==> src/rtl/sram_ctrl_pkg.sv <==
package sram_ctrl_pkg;

  typedef enum logic [2:0] {
    ST_IDLE,
    ST_RD_ACC,
    ST_WR_SETUP,
    ST_WR_PULSE,
    ST_WR_HOLD,
    ST_WR_REC
  } ctrl_state_e;

  // Read wait: access time rounded up to whole clocks plus one sync cycle
  function automatic int unsigned read_wait_cycles(input int unsigned tacc_ps,
                                                   input int unsigned clk_ps);
    return (tacc_ps + clk_ps - 1) / clk_ps + 1;
  endfunction

  function automatic int unsigned max_of(input int unsigned a, input int unsigned b);
    return (a > b) ? a : b;
  endfunction

  // Bits needed to hold values 0..v
  function automatic int unsigned cnt_width(input int unsigned v);
    return (v <= 1) ? 1 : $clog2(v + 1);
  endfunction

endpackage

==> src/rtl/sram_interval_timer.sv <==
module sram_interval_timer #(
  parameter int unsigned CNT_W = 4
) (
  input  logic             clk,
  input  logic             rst_n,
  input  logic             load,
  input  logic [CNT_W-1:0] load_val,
  output logic             done
);
  logic [CNT_W-1:0] cnt_q;

  always_ff @(posedge clk or negedge rst_n) begin
    if (!rst_n) begin
      cnt_q <= '0;
    end else if (load) begin
      cnt_q <= load_val;
    end else if (cnt_q != '0) begin
      cnt_q <= cnt_q - 1'b1;
    end
  end

  assign done = (cnt_q == '0);

  // Once expired the timer stays expired until reloaded (supports R2/R3/R6 intervals)
  p_timer_sticky_r6: assert property (@(posedge clk) disable iff (!rst_n)
    (done && !load) |=> done);

endmodule

==> src/rtl/sram_bus_datapath.sv <==
module sram_bus_datapath #(
  parameter int unsigned ADDR_W = 15,
  parameter int unsigned DATA_W = 8
) (
  input  logic              clk,
  input  logic              rst_n,
  input  logic              addr_load,
  input  logic [ADDR_W-1:0] req_addr,
  input  logic [DATA_W-1:0] req_wdata,
  input  logic              rd_capture,
  input  logic [DATA_W-1:0] dq_in,
  output logic [ADDR_W-1:0] mem_addr,
  output logic [DATA_W-1:0] dq_out,
  output logic [DATA_W-1:0] rsp_rdata
);

  always_ff @(posedge clk or negedge rst_n) begin
    if (!rst_n) begin
      mem_addr <= '0;
      dq_out   <= '0;
    end else if (addr_load) begin
      mem_addr <= req_addr;
      dq_out   <= req_wdata;
    end
  end

  always_ff @(posedge clk or negedge rst_n) begin
    if (!rst_n) begin
      rsp_rdata <= '0;
    end else if (rd_capture) begin
      rsp_rdata <= dq_in;
    end
  end

  // Returned data only moves on a capture
  p_rdata_hold_r2: assert property (@(posedge clk) disable iff (!rst_n)
    !rd_capture |=> $stable(rsp_rdata));

endmodule

==> src/rtl/sram_strobe_fsm.sv <==
module sram_strobe_fsm
  import sram_ctrl_pkg::*;
#(
  parameter int unsigned SETUP_CYC = 1,
  parameter int unsigned PULSE_CYC = 8,
  parameter int unsigned REC_CYC   = 2,
  parameter int unsigned ACC_CYC   = 11,
  parameter int unsigned CNT_W     = 4
) (
  input  logic             clk,
  input  logic             rst_n,
  input  logic             req_valid,
  input  logic             req_write,
  input  logic             wr_inhibit,
  input  logic             tmr_done,
  output logic             req_ready,
  output logic             tmr_load,
  output logic [CNT_W-1:0] tmr_val,
  output logic             ce_n,
  output logic             oe_n,
  output logic             we_n,
  output logic             dq_oe,
  output logic             rsp_valid,
  output logic             rsp_error,
  output logic             addr_load,
  output logic             rd_capture
);
  ctrl_state_e state_q;
  logic        accept;
  logic        accept_inh;
  logic        rd_chain;

  assign req_ready  = (state_q == ST_IDLE);
  assign accept     = req_valid && req_ready;
  assign accept_inh = accept && wr_inhibit;
  assign addr_load  = accept && !wr_inhibit;
  assign rd_capture = (state_q == ST_RD_ACC) && tmr_done;
  assign rd_chain   = (state_q == ST_IDLE) && !ce_n;

  always_comb begin
    tmr_load = 1'b0;
    tmr_val  = '0;
    if (addr_load) begin
      tmr_load = 1'b1;
      tmr_val  = req_write ? CNT_W'(SETUP_CYC - 1) : CNT_W'(ACC_CYC - 1);
    end else if (state_q == ST_WR_SETUP && tmr_done) begin
      tmr_load = 1'b1;
      tmr_val  = CNT_W'(PULSE_CYC - 1);
    end else if (state_q == ST_WR_HOLD) begin
      tmr_load = 1'b1;
      tmr_val  = CNT_W'(REC_CYC - 1);
    end
  end

  always_ff @(posedge clk or negedge rst_n) begin
    if (!rst_n) begin
      state_q   <= ST_IDLE;
      ce_n      <= 1'b1;
      oe_n      <= 1'b1;
      we_n      <= 1'b1;
      dq_oe     <= 1'b0;
      rsp_valid <= 1'b0;
      rsp_error <= 1'b0;
    end else begin
      rsp_valid <= 1'b0;
      unique case (state_q)
        ST_IDLE: begin
          if (accept_inh) begin
            rsp_valid <= 1'b1;
            rsp_error <= 1'b1;
            ce_n      <= 1'b1;
            oe_n      <= 1'b1;
          end else if (accept && !req_write) begin
            ce_n    <= 1'b0;
            oe_n    <= 1'b0;
            state_q <= ST_RD_ACC;
          end else if (accept) begin
            ce_n    <= 1'b1;
            oe_n    <= 1'b1;
            state_q <= ST_WR_SETUP;
          end else begin
            ce_n <= 1'b1;
            oe_n <= 1'b1;
          end
        end
        ST_RD_ACC: begin
          if (tmr_done) begin
            rsp_valid <= 1'b1;
            rsp_error <= 1'b0;
            state_q   <= ST_IDLE;
          end
        end
        ST_WR_SETUP: begin
          if (tmr_done) begin
            ce_n    <= 1'b0;
            we_n    <= 1'b0;
            dq_oe   <= 1'b1;
            state_q <= ST_WR_PULSE;
          end
        end
        ST_WR_PULSE: begin
          if (tmr_done) begin
            ce_n    <= 1'b1;
            we_n    <= 1'b1;
            state_q <= ST_WR_HOLD;
          end
        end
        ST_WR_HOLD: begin
          dq_oe   <= 1'b0;
          state_q <= ST_WR_REC;
        end
        ST_WR_REC: begin
          if (tmr_done) begin
            rsp_valid <= 1'b1;
            rsp_error <= 1'b0;
            state_q   <= ST_IDLE;
          end
        end
        default: state_q <= ST_IDLE;
      endcase
    end
  end

  // OE only with CE, never with WE
  p_read_strobes_r2: assert property (@(posedge clk) disable iff (!rst_n)
    !oe_n |-> (!ce_n && we_n));
  // Write enable low implies output enable high
  p_oe_high_write_r4: assert property (@(posedge clk) disable iff (!rst_n)
    !we_n |-> oe_n);
  // Bus drive begins only as the window opens, never against OE
  p_drive_start_r5: assert property (@(posedge clk) disable iff (!rst_n)
    $rose(dq_oe) |-> $fell(we_n));
  p_no_contention_r5: assert property (@(posedge clk) disable iff (!rst_n)
    dq_oe |-> oe_n);
  // Inhibited request: immediate error completion, strobes quiet
  p_inhibit_quiet_r7: assert property (@(posedge clk) disable iff (!rst_n)
    accept_inh |=> (rsp_valid && rsp_error && ce_n && oe_n && we_n));
  // Chained read keeps chip selected
  p_chain_keeps_ce_r8: assert property (@(posedge clk) disable iff (!rst_n)
    (rd_chain && addr_load && !req_write) |=> (!ce_n && !oe_n));
  // Ready never offered mid-write
  p_ready_quiet_r9: assert property (@(posedge clk) disable iff (!rst_n)
    req_ready |-> (we_n && !dq_oe));

endmodule

==> src/rtl/sram_cycle_ctrl.sv <==
module sram_cycle_ctrl
  import sram_ctrl_pkg::*;
#(
  parameter int unsigned ADDR_W    = 15,
  parameter int unsigned DATA_W    = 8,
  parameter int unsigned CLK_PS    = 10000,
  parameter int unsigned TACC_PS   = 100000,
  parameter int unsigned SETUP_CYC = 1,
  parameter int unsigned PULSE_CYC = 8,
  parameter int unsigned REC_CYC   = 2
) (
  input  logic              clk,
  input  logic              rst_n,
  input  logic              req_valid,
  output logic              req_ready,
  input  logic              req_write,
  input  logic [ADDR_W-1:0] req_addr,
  input  logic [DATA_W-1:0] req_wdata,
  output logic              rsp_valid,
  output logic              rsp_error,
  output logic [DATA_W-1:0] rsp_rdata,
  input  logic              wr_inhibit,
  output logic              mem_ce_n,
  output logic              mem_oe_n,
  output logic              mem_we_n,
  output logic [ADDR_W-1:0] mem_addr,
  output logic [DATA_W-1:0] mem_dq_out,
  output logic              mem_dq_oe,
  input  logic [DATA_W-1:0] mem_dq_in
);
  localparam int unsigned ACC_CYC = read_wait_cycles(TACC_PS, CLK_PS);
  localparam int unsigned CNT_MAX = max_of(max_of(ACC_CYC, PULSE_CYC), max_of(SETUP_CYC, REC_CYC));
  localparam int unsigned CNT_W   = cnt_width(CNT_MAX);
  localparam int unsigned REC_LIM = REC_CYC + 2;
  localparam int unsigned RCNT_W  = cnt_width(REC_LIM);

  logic             tmr_load;
  logic [CNT_W-1:0] tmr_val;
  logic             tmr_done;
  logic             addr_load;
  logic             rd_capture;
  logic             win_open;

  sram_interval_timer #(.CNT_W(CNT_W)) timer_i (
    .clk      (clk),
    .rst_n    (rst_n),
    .load     (tmr_load),
    .load_val (tmr_val),
    .done     (tmr_done)
  );

  sram_strobe_fsm #(
    .SETUP_CYC (SETUP_CYC),
    .PULSE_CYC (PULSE_CYC),
    .REC_CYC   (REC_CYC),
    .ACC_CYC   (ACC_CYC),
    .CNT_W     (CNT_W)
  ) fsm_i (
    .clk        (clk),
    .rst_n      (rst_n),
    .req_valid  (req_valid),
    .req_write  (req_write),
    .wr_inhibit (wr_inhibit),
    .tmr_done   (tmr_done),
    .req_ready  (req_ready),
    .tmr_load   (tmr_load),
    .tmr_val    (tmr_val),
    .ce_n       (mem_ce_n),
    .oe_n       (mem_oe_n),
    .we_n       (mem_we_n),
    .dq_oe      (mem_dq_oe),
    .rsp_valid  (rsp_valid),
    .rsp_error  (rsp_error),
    .addr_load  (addr_load),
    .rd_capture (rd_capture)
  );

  sram_bus_datapath #(.ADDR_W(ADDR_W), .DATA_W(DATA_W)) path_i (
    .clk        (clk),
    .rst_n      (rst_n),
    .addr_load  (addr_load),
    .req_addr   (req_addr),
    .req_wdata  (req_wdata),
    .rd_capture (rd_capture),
    .dq_in      (mem_dq_in),
    .mem_addr   (mem_addr),
    .dq_out     (mem_dq_out),
    .rsp_rdata  (rsp_rdata)
  );

  assign win_open = !mem_ce_n && !mem_we_n;

  // Cycles WE has been high since the last window, saturating
  logic [RCNT_W-1:0] we_hi_cnt;
  always_ff @(posedge clk or negedge rst_n) begin
    if (!rst_n) begin
      we_hi_cnt <= RCNT_W'(REC_LIM);
    end else if (!mem_we_n) begin
      we_hi_cnt <= '0;
    end else if (we_hi_cnt != RCNT_W'(REC_LIM)) begin
      we_hi_cnt <= we_hi_cnt + 1'b1;
    end
  end

  // Address frozen while the write window is open
  p_window_addr_r3: assert property (@(posedge clk) disable iff (!rst_n)
    win_open |-> $stable(mem_addr));
  // Recovery spacing before the chip is selected again
  p_recovery_r6: assert property (@(posedge clk) disable iff (!rst_n)
    $fell(mem_ce_n) |-> (we_hi_cnt >= RCNT_W'(REC_LIM)));

endmodule

==> config.mk <==
export PLATFORM = sky130hd
export DESIGN_NAME = sram_cycle_ctrl
export DESIGN_NICKNAME = d
export VERILOG_FILES = /design/src/rtl/sram_ctrl_pkg.sv /design/src/rtl/sram_interval_timer.sv /design/src/rtl/sram_bus_datapath.sv /design/src/rtl/sram_strobe_fsm.sv /design/src/rtl/sram_cycle_ctrl.sv
export SDC_FILE = /design/constraint.sdc
export NUM_CORES = 1
export LEC_CHECK = 0
export CAP_MARGIN = 0
export CORE_ASPECT_RATIO = 0.6
export CORE_MARGIN = 2
export CORE_UTILIZATION = 32
export CTS_CLUSTER_SIZE = 14
export DETAILED_ROUTE_END_ITERATION = 12
export PLACE_DENSITY = 0.68
export SLEW_MARGIN = 20
export SYNTH_ARGS = -nofsm -noshare
export SYNTH_HDL_FRONTEND = slang
export SYNTH_SLANG_ARGS = --single-unit
==> constraint.sdc <==
create_clock -name clk -period 2 [get_ports clk]
set_input_delay 0.4 -clock clk [delete_from_list [all_inputs] [get_ports clk]]
set_output_delay 0.4 -clock clk [all_outputs]
set_load 0.02 [all_outputs]
# Word-level counts from Yosys, hierarchy flattened
# Index checks and enable logic that the tools add are counted.
# W data, S select, Z words.
[totals] regBits=44 output_inout_bits=38 wordCells=73
[op_classes] addsub=1 eq_ne=11 mux=28 reduce_logical=22
[ops] cell="$mux W4" n=5
[ops] cell="$mux W3" n=6
[ops] cell="$pmux W3 S5" n=1
[ops] cell="$mux W1" n=11
[ops] cell="$reduce_and A3 Y1" n=3
[ops] cell="$pmux W1 S2" n=4
[ops] cell="$reduce_bool A2 Y1" n=4
[ops] cell="$eq A3 B2 Y1 const B" n=2
[ops] cell="$eq A3 B3 Y1 const B" n=2
[ops] cell="$logic_and A1 B1 Y1" n=6
[ops] cell="$ne A2 B1 Y1 const B" n=3
[ops] cell="$reduce_and A5 Y1" n=1
[ops] cell="$logic_not A4 Y1" n=1
[ops] cell="$ne A2 B2 Y1 const B" n=2
[ops] cell="$reduce_bool A4 Y1" n=1
[ops] cell="$sub A4 B1 Y4 const B" n=1
[ops] cell="$eq A3 B1 Y1 const B" n=1
[ops] cell="$logic_not A3 Y1" n=1
[ops] cell="$ne A3 B3 Y1 const B" n=1
[ops] cell="$pmux W1 S3" n=1
[ops] cell="$reduce_bool A3 Y1" n=1
[ops] cell="$logic_not A1 Y1" n=2
[ops] cell="$reduce_and A2 Y1" n=1
[ops] cell="$reduce_or A2 Y1" n=1

# Longest topological paths before layout
[depth] word_depth=6 depth_mapped=7

# Cells and area by module
# Synthesis repeated with hierarchy kept, for this count alone.
[unflattened] cells_unflattened=138 hier_area_um2=1898.1
[by_module_without_submodules] mod="sram_bus_datapath" n_inst=1 cells_each=65 area_per_inst_um2=1152.4
[by_module_without_submodules] mod="sram_strobe_fsm" n_inst=1 cells_each=51 area_per_inst_um2=511.7
[by_module_without_submodules] mod="sram_interval_timer" n_inst=1 cells_each=22 area_per_inst_um2=234.0

# Worst setup path before layout
# OpenSTA, ideal clock, no wires.
[synth_timing] path_type="register to register" start="reg timer_i.cnt_q[0]" end="reg timer_i.cnt_q[1]" arrival_ns=1.674 slack_ns=0.208 path_stages_with_launch=7 period_less_slack_ns=1.792 path_cell_list="dfrtp_1 -> inv_1 -> ha_1 -> or3b_1 -> buf_2 -> or3_1 -> a21o_1"
[synth_between] elab_chain_cells=5 elab_cells_between_ends=11 cone_classes="add/sub: 1; mux: 6; reduce/logical: 4"
[synth_rtl] element="from (decl)" line="sram_interval_timer.sv:10" source="logic [CNT_W-1:0] cnt_q;"
[synth_rtl] element="from (signal assigned)" line="sram_interval_timer.sv:16" source="cnt_q <= load_val;"
[synth_rtl] element="from (signal assigned)" line="sram_interval_timer.sv:18" source="cnt_q <= cnt_q - 1'b1;"
[synth_rtl] element="parallel branches: the longest is 5 deep, another holds $sub A4 B1 Y4"
# Several ways; the timed one is not identified. The select of a mux whose other input is x is not followed.
# A chain may end at the register's enable or synchronous reset.

# Worst setup path after layout
# Same ends and word-level chain as after synthesis.

==> flow_metrics.env <==
export IMPL_pin_count_of_the_biggest_net_entering_global_routing=27
export IMPL_floorplan_die_width_um=103
export IMPL_layout_nets=263
export IMPL_crit_start="timer_i.cnt_q[0]$_DFFE_PN0P_"
export IMPL_placedCellCount=299
export IMPL_startpoint_type="register"
export IMPL_seq_power_share_pct=33.6
export IMPL_period_minus_slack_ns=1.84
export IMPL_synth_sequential_area_ratio_pct=58.6
export IMPL_holdCritPathClass="input port to async pin"
export IMPL_design_die_area_um2=6540
export IMPL_wl_per_cell_um=14.4
export IMPL_timing_worst_slew_pin_value_ns=0.472
export IMPL_grt_overflow_total=0
export IMPL_worst_ep_arrival_ns=2.03
export IMPL_die_h_um=63.5
export IMPL_number_of_global_route_vias_before_repair=1491
export IMPL_setup_tns_ns=0
export IMPL_sw_frac_of_total_pct=37.5
export IMPL_global_route_wire_length_before_repair_mm=7.49
export IMPL_area_growth_synth_to_final_pct=52.3
export IMPL_layout_filler_cells=523
export IMPL_power_report_internal_total_w=0.00301
export IMPL_ff_latch_area_um2=1100
export IMPL_regToRegStartpoint="timer_i.cnt_q[0]$_DFFE_PN0P_"
export IMPL_synth_enable_flop_cells=0
export IMPL_buffer_ports_inserted=73
export IMPL_core_um2=5620
export IMPL_p_total_w=0.00481
export IMPL_max_slew_margin_rel_pct=68.5
export IMPL_synth_seq_cells=44
export IMPL_htree_levels=2
export IMPL_cts_tree="done"
export IMPL_portion_of_total_power_attributed_to_combinational_logic_pct=52.5
export IMPL_final_util_pct=51.1
export IMPL_dr_pass1_iters=4
export IMPL_post_route_period_util_pct=92.1
export IMPL_worstRegToRegCells=5
export IMPL_dpl_hpwl_mm=3.27
export IMPL_via_per_inst=4.62
export IMPL_rrSetupSlack_ns=0.16
export IMPL_worst_setup_hold_path_clk_slew_ns=0.08
export IMPL_cts_hold_repair_buffers=0
export IMPL_row_count=21
export IMPL_synthFlopType="dfrtp_1"
export IMPL_cts_buffer_depth=2
export IMPL_tritoncts_num_buffers=5
export IMPL_grt_total_usage_pct=15.1
export IMPL_io_pin_count=74
export IMPL_regToRegEndpoint="timer_i.cnt_q[1]$_DFFE_PN0P_"
export IMPL_postCtsSetupBuffers=0
export IMPL_worst_setup_path_type="register to register"
export IMPL_max_freq_mhz=543
export IMPL_mappedNetlistArea_um2=1890
export IMPL_share_of_cells_above_drive_strength_1_pct=13.7
export IMPL_synth_lib_cells_used_distinct=37
export IMPL_drc=0
export IMPL_clock_skew_final_ns=0.00373
export IMPL_start_util_pct=33.5
export IMPL_run_status="finished clean"
export IMPL_diodes=0
export IMPL_syn_area_per_cell_um2=13.2
export IMPL_initial_antenna_violation_count=0
export IMPL_clock_sinks=44
export IMPL_path_max_fanout=7
export IMPL_endpoint="timer_i.cnt_q[1]$_DFFE_PN0P_"
export IMPL_routed_wl_mm=4.42
export IMPL_total_switching_power_w=0.00181
export IMPL_setup_viol=0
export IMPL_rsz_0062_raised_after_global_routing="no"
export IMPL_ctsRootBufferMaster="clkbuf_8"
export IMPL_power_density_cell_area_nw_per_um2=1680
export IMPL_finalHoldViolations=0
export IMPL_vias=1418
export IMPL_max_cap_violations=0
export IMPL_synth_yosys_warnings=0
export IMPL_crit_required_ns=2.19
export IMPL_route_antenna_remaining_nets=0
export IMPL_worstSkewPairLatency_ns=0.29
export IMPL_endpoint_kind="register"
export IMPL_power_frac_clock_pct=14.0
export IMPL_maximum_resistive_drop_on_vdd_mv=0.736
export IMPL_multiInputGateArea_um2=739
export IMPL_mappedNetlistNets=180
export IMPL_globalplace_congestion=0.896
export IMPL_cellLeakagePower_nw=1.20
export IMPL_fin_max_slew_vios=0
export IMPL_asyncSetResetFlopFracSynth_pct=100
export IMPL_drt_iter0_drc=45
export IMPL_finalNonFillerCells=307
export IMPL_synthesis_instances=143
[cells by family (layout without fill, tap and decap cells)]
family	after synthesis	in the layout	synth area share [%]
mux	31	31	18.5
compound gates	25	25	8.30
simple gates	30	30	10.7
fa+ha+maj	1	1	0.663
xor+xnor	2	2	0.929
buf+inv	10	94	2.32
flops	44	44	58.6
[what timing repair did]
item	CTS	global route
setup endpoints to repair	1	3
resized for setup	1	1
pin swaps	0	0
[routing by layer]
layer,global-route usage (%),vias up,routed length (um)
met5,0,-,0
met4,3.45,0,19
met3,8.88,2,523
met2,18.6,54,1640
met1,22.3,688,2240
li1,-,674,-
[registers in the layout, summed over array words and instances, names as in the netlist]
name,flops
path_i.dq_out,8
fsm_i.ce_n,1
timer_i.cnt_q,4
fsm_i.state_q,3
fsm_i.rsp_valid,1
fsm_i.we_n,1
fsm_i.rsp_error,1
fsm_i.dq_oe,1
path_i.mem_addr,15
path_i.rsp_rdata,8
fsm_i.oe_n,1
[cell usage after synthesis (all sizes together) (2+ instances only)]
master,count,area [um^2]
or3,2,12.5
dfrtp,41,1030
xnor2,2,17.5
nor3,5,36.3
o21ai,9,45.0
mux2,31,349
buf,5,25.0
o22ai,2,12.5
nand2,6,22.5
nor2,7,26.3
dfstp,3,78.8
nand2b,2,12.5
inv,4,15.0
a21oi,4,20.0
[worst max-delay path, stage by stage, from the launching register on]
cell	delay, ns
dfrtp_1	0.43
inv_1	0.10
ha_1	0.21
or3b_4	0.46
or3_1	0.36
a21o_1	0.18
[area by class of cell]
class / count / area share [%]
well taps: 80 / 3.49
flip-flops and latches: 44 / 38.5
clock buffers: 6 / 2.53
multi-input cells: 89 / 25.8
clock inverters: 2 / 1.22
inverters: 4 / 0.523
repair buffers: 82 / 28.0
[worst min path at each step]
stage	start	to	slack (ns)	depth (start not counted)
final	rst_n	path_i.dq_out[6]$_DFFE_PN0P_	0.05	1
after global routing	rst_n	path_i.dq_out[6]$_DFFE_PN0P_	0.07	1
after CTS	rst_n	path_i.dq_out[6]$_DFFE_PN0P_	0.06	1
after detailed placement	rst_n	path_i.dq_out[6]$_DFFE_PN0P_	0.38	1
after global placement	rst_n	path_i.mem_addr[2]$_DFFE_PN0P_	0.39	1
after floorplan	rst_n	fsm_i.dq_oe$_DFFE_PN0P_	0.10	0
[cells in the final DEF, fill, tap and decap left out, types with 5 or more instances in the layout]
| cell | Yosys | layout |
|---|---|---|
| mux2_1 | 25 | 25 |
| dfrtp_1 | 41 | 41 |
| nor2_1 | 7 | 7 |
| buf_4 | 0 | 8 |
| clkdlybuf4s50_1 | 0 | 71 |
| mux2_2 | 6 | 6 |
| clkbuf_8 | 0 | 5 |
| o21ai_0 | 6 | 6 |
| nand2_1 | 6 | 6 |
[power by group through the flow]
stage / Sequential (W) / Combinational, W / Clock, W
4_1_cts: 0.00162 / 0.00254 / 0.000696
5_1_grt: 0.00169 / 0.00274 / 0.000744
3_5_place_dp: 0.00163 / 0.00254 / 0
2_1_floorplan: 0.00209 / 0.000893 / 0
6_report: 0.00162 / 0.00253 / 0.000673
3_3_place_gp: 0.00162 / 0.00253 / 0
[stage by stage]
step	cell area (um^2)	hold WS [ns]	worst slack [ns]
finish	2870	0.0527	0.158
global placement	2760	0.386	0.136
detailed placement	2760	0.383	0.100
floorplan	1890	0.104	0.208
global route	2870	0.0717	0.0248
CTS	2870	0.0575	0.0775
Note: power is estimated with default switching activity, not from simulation.
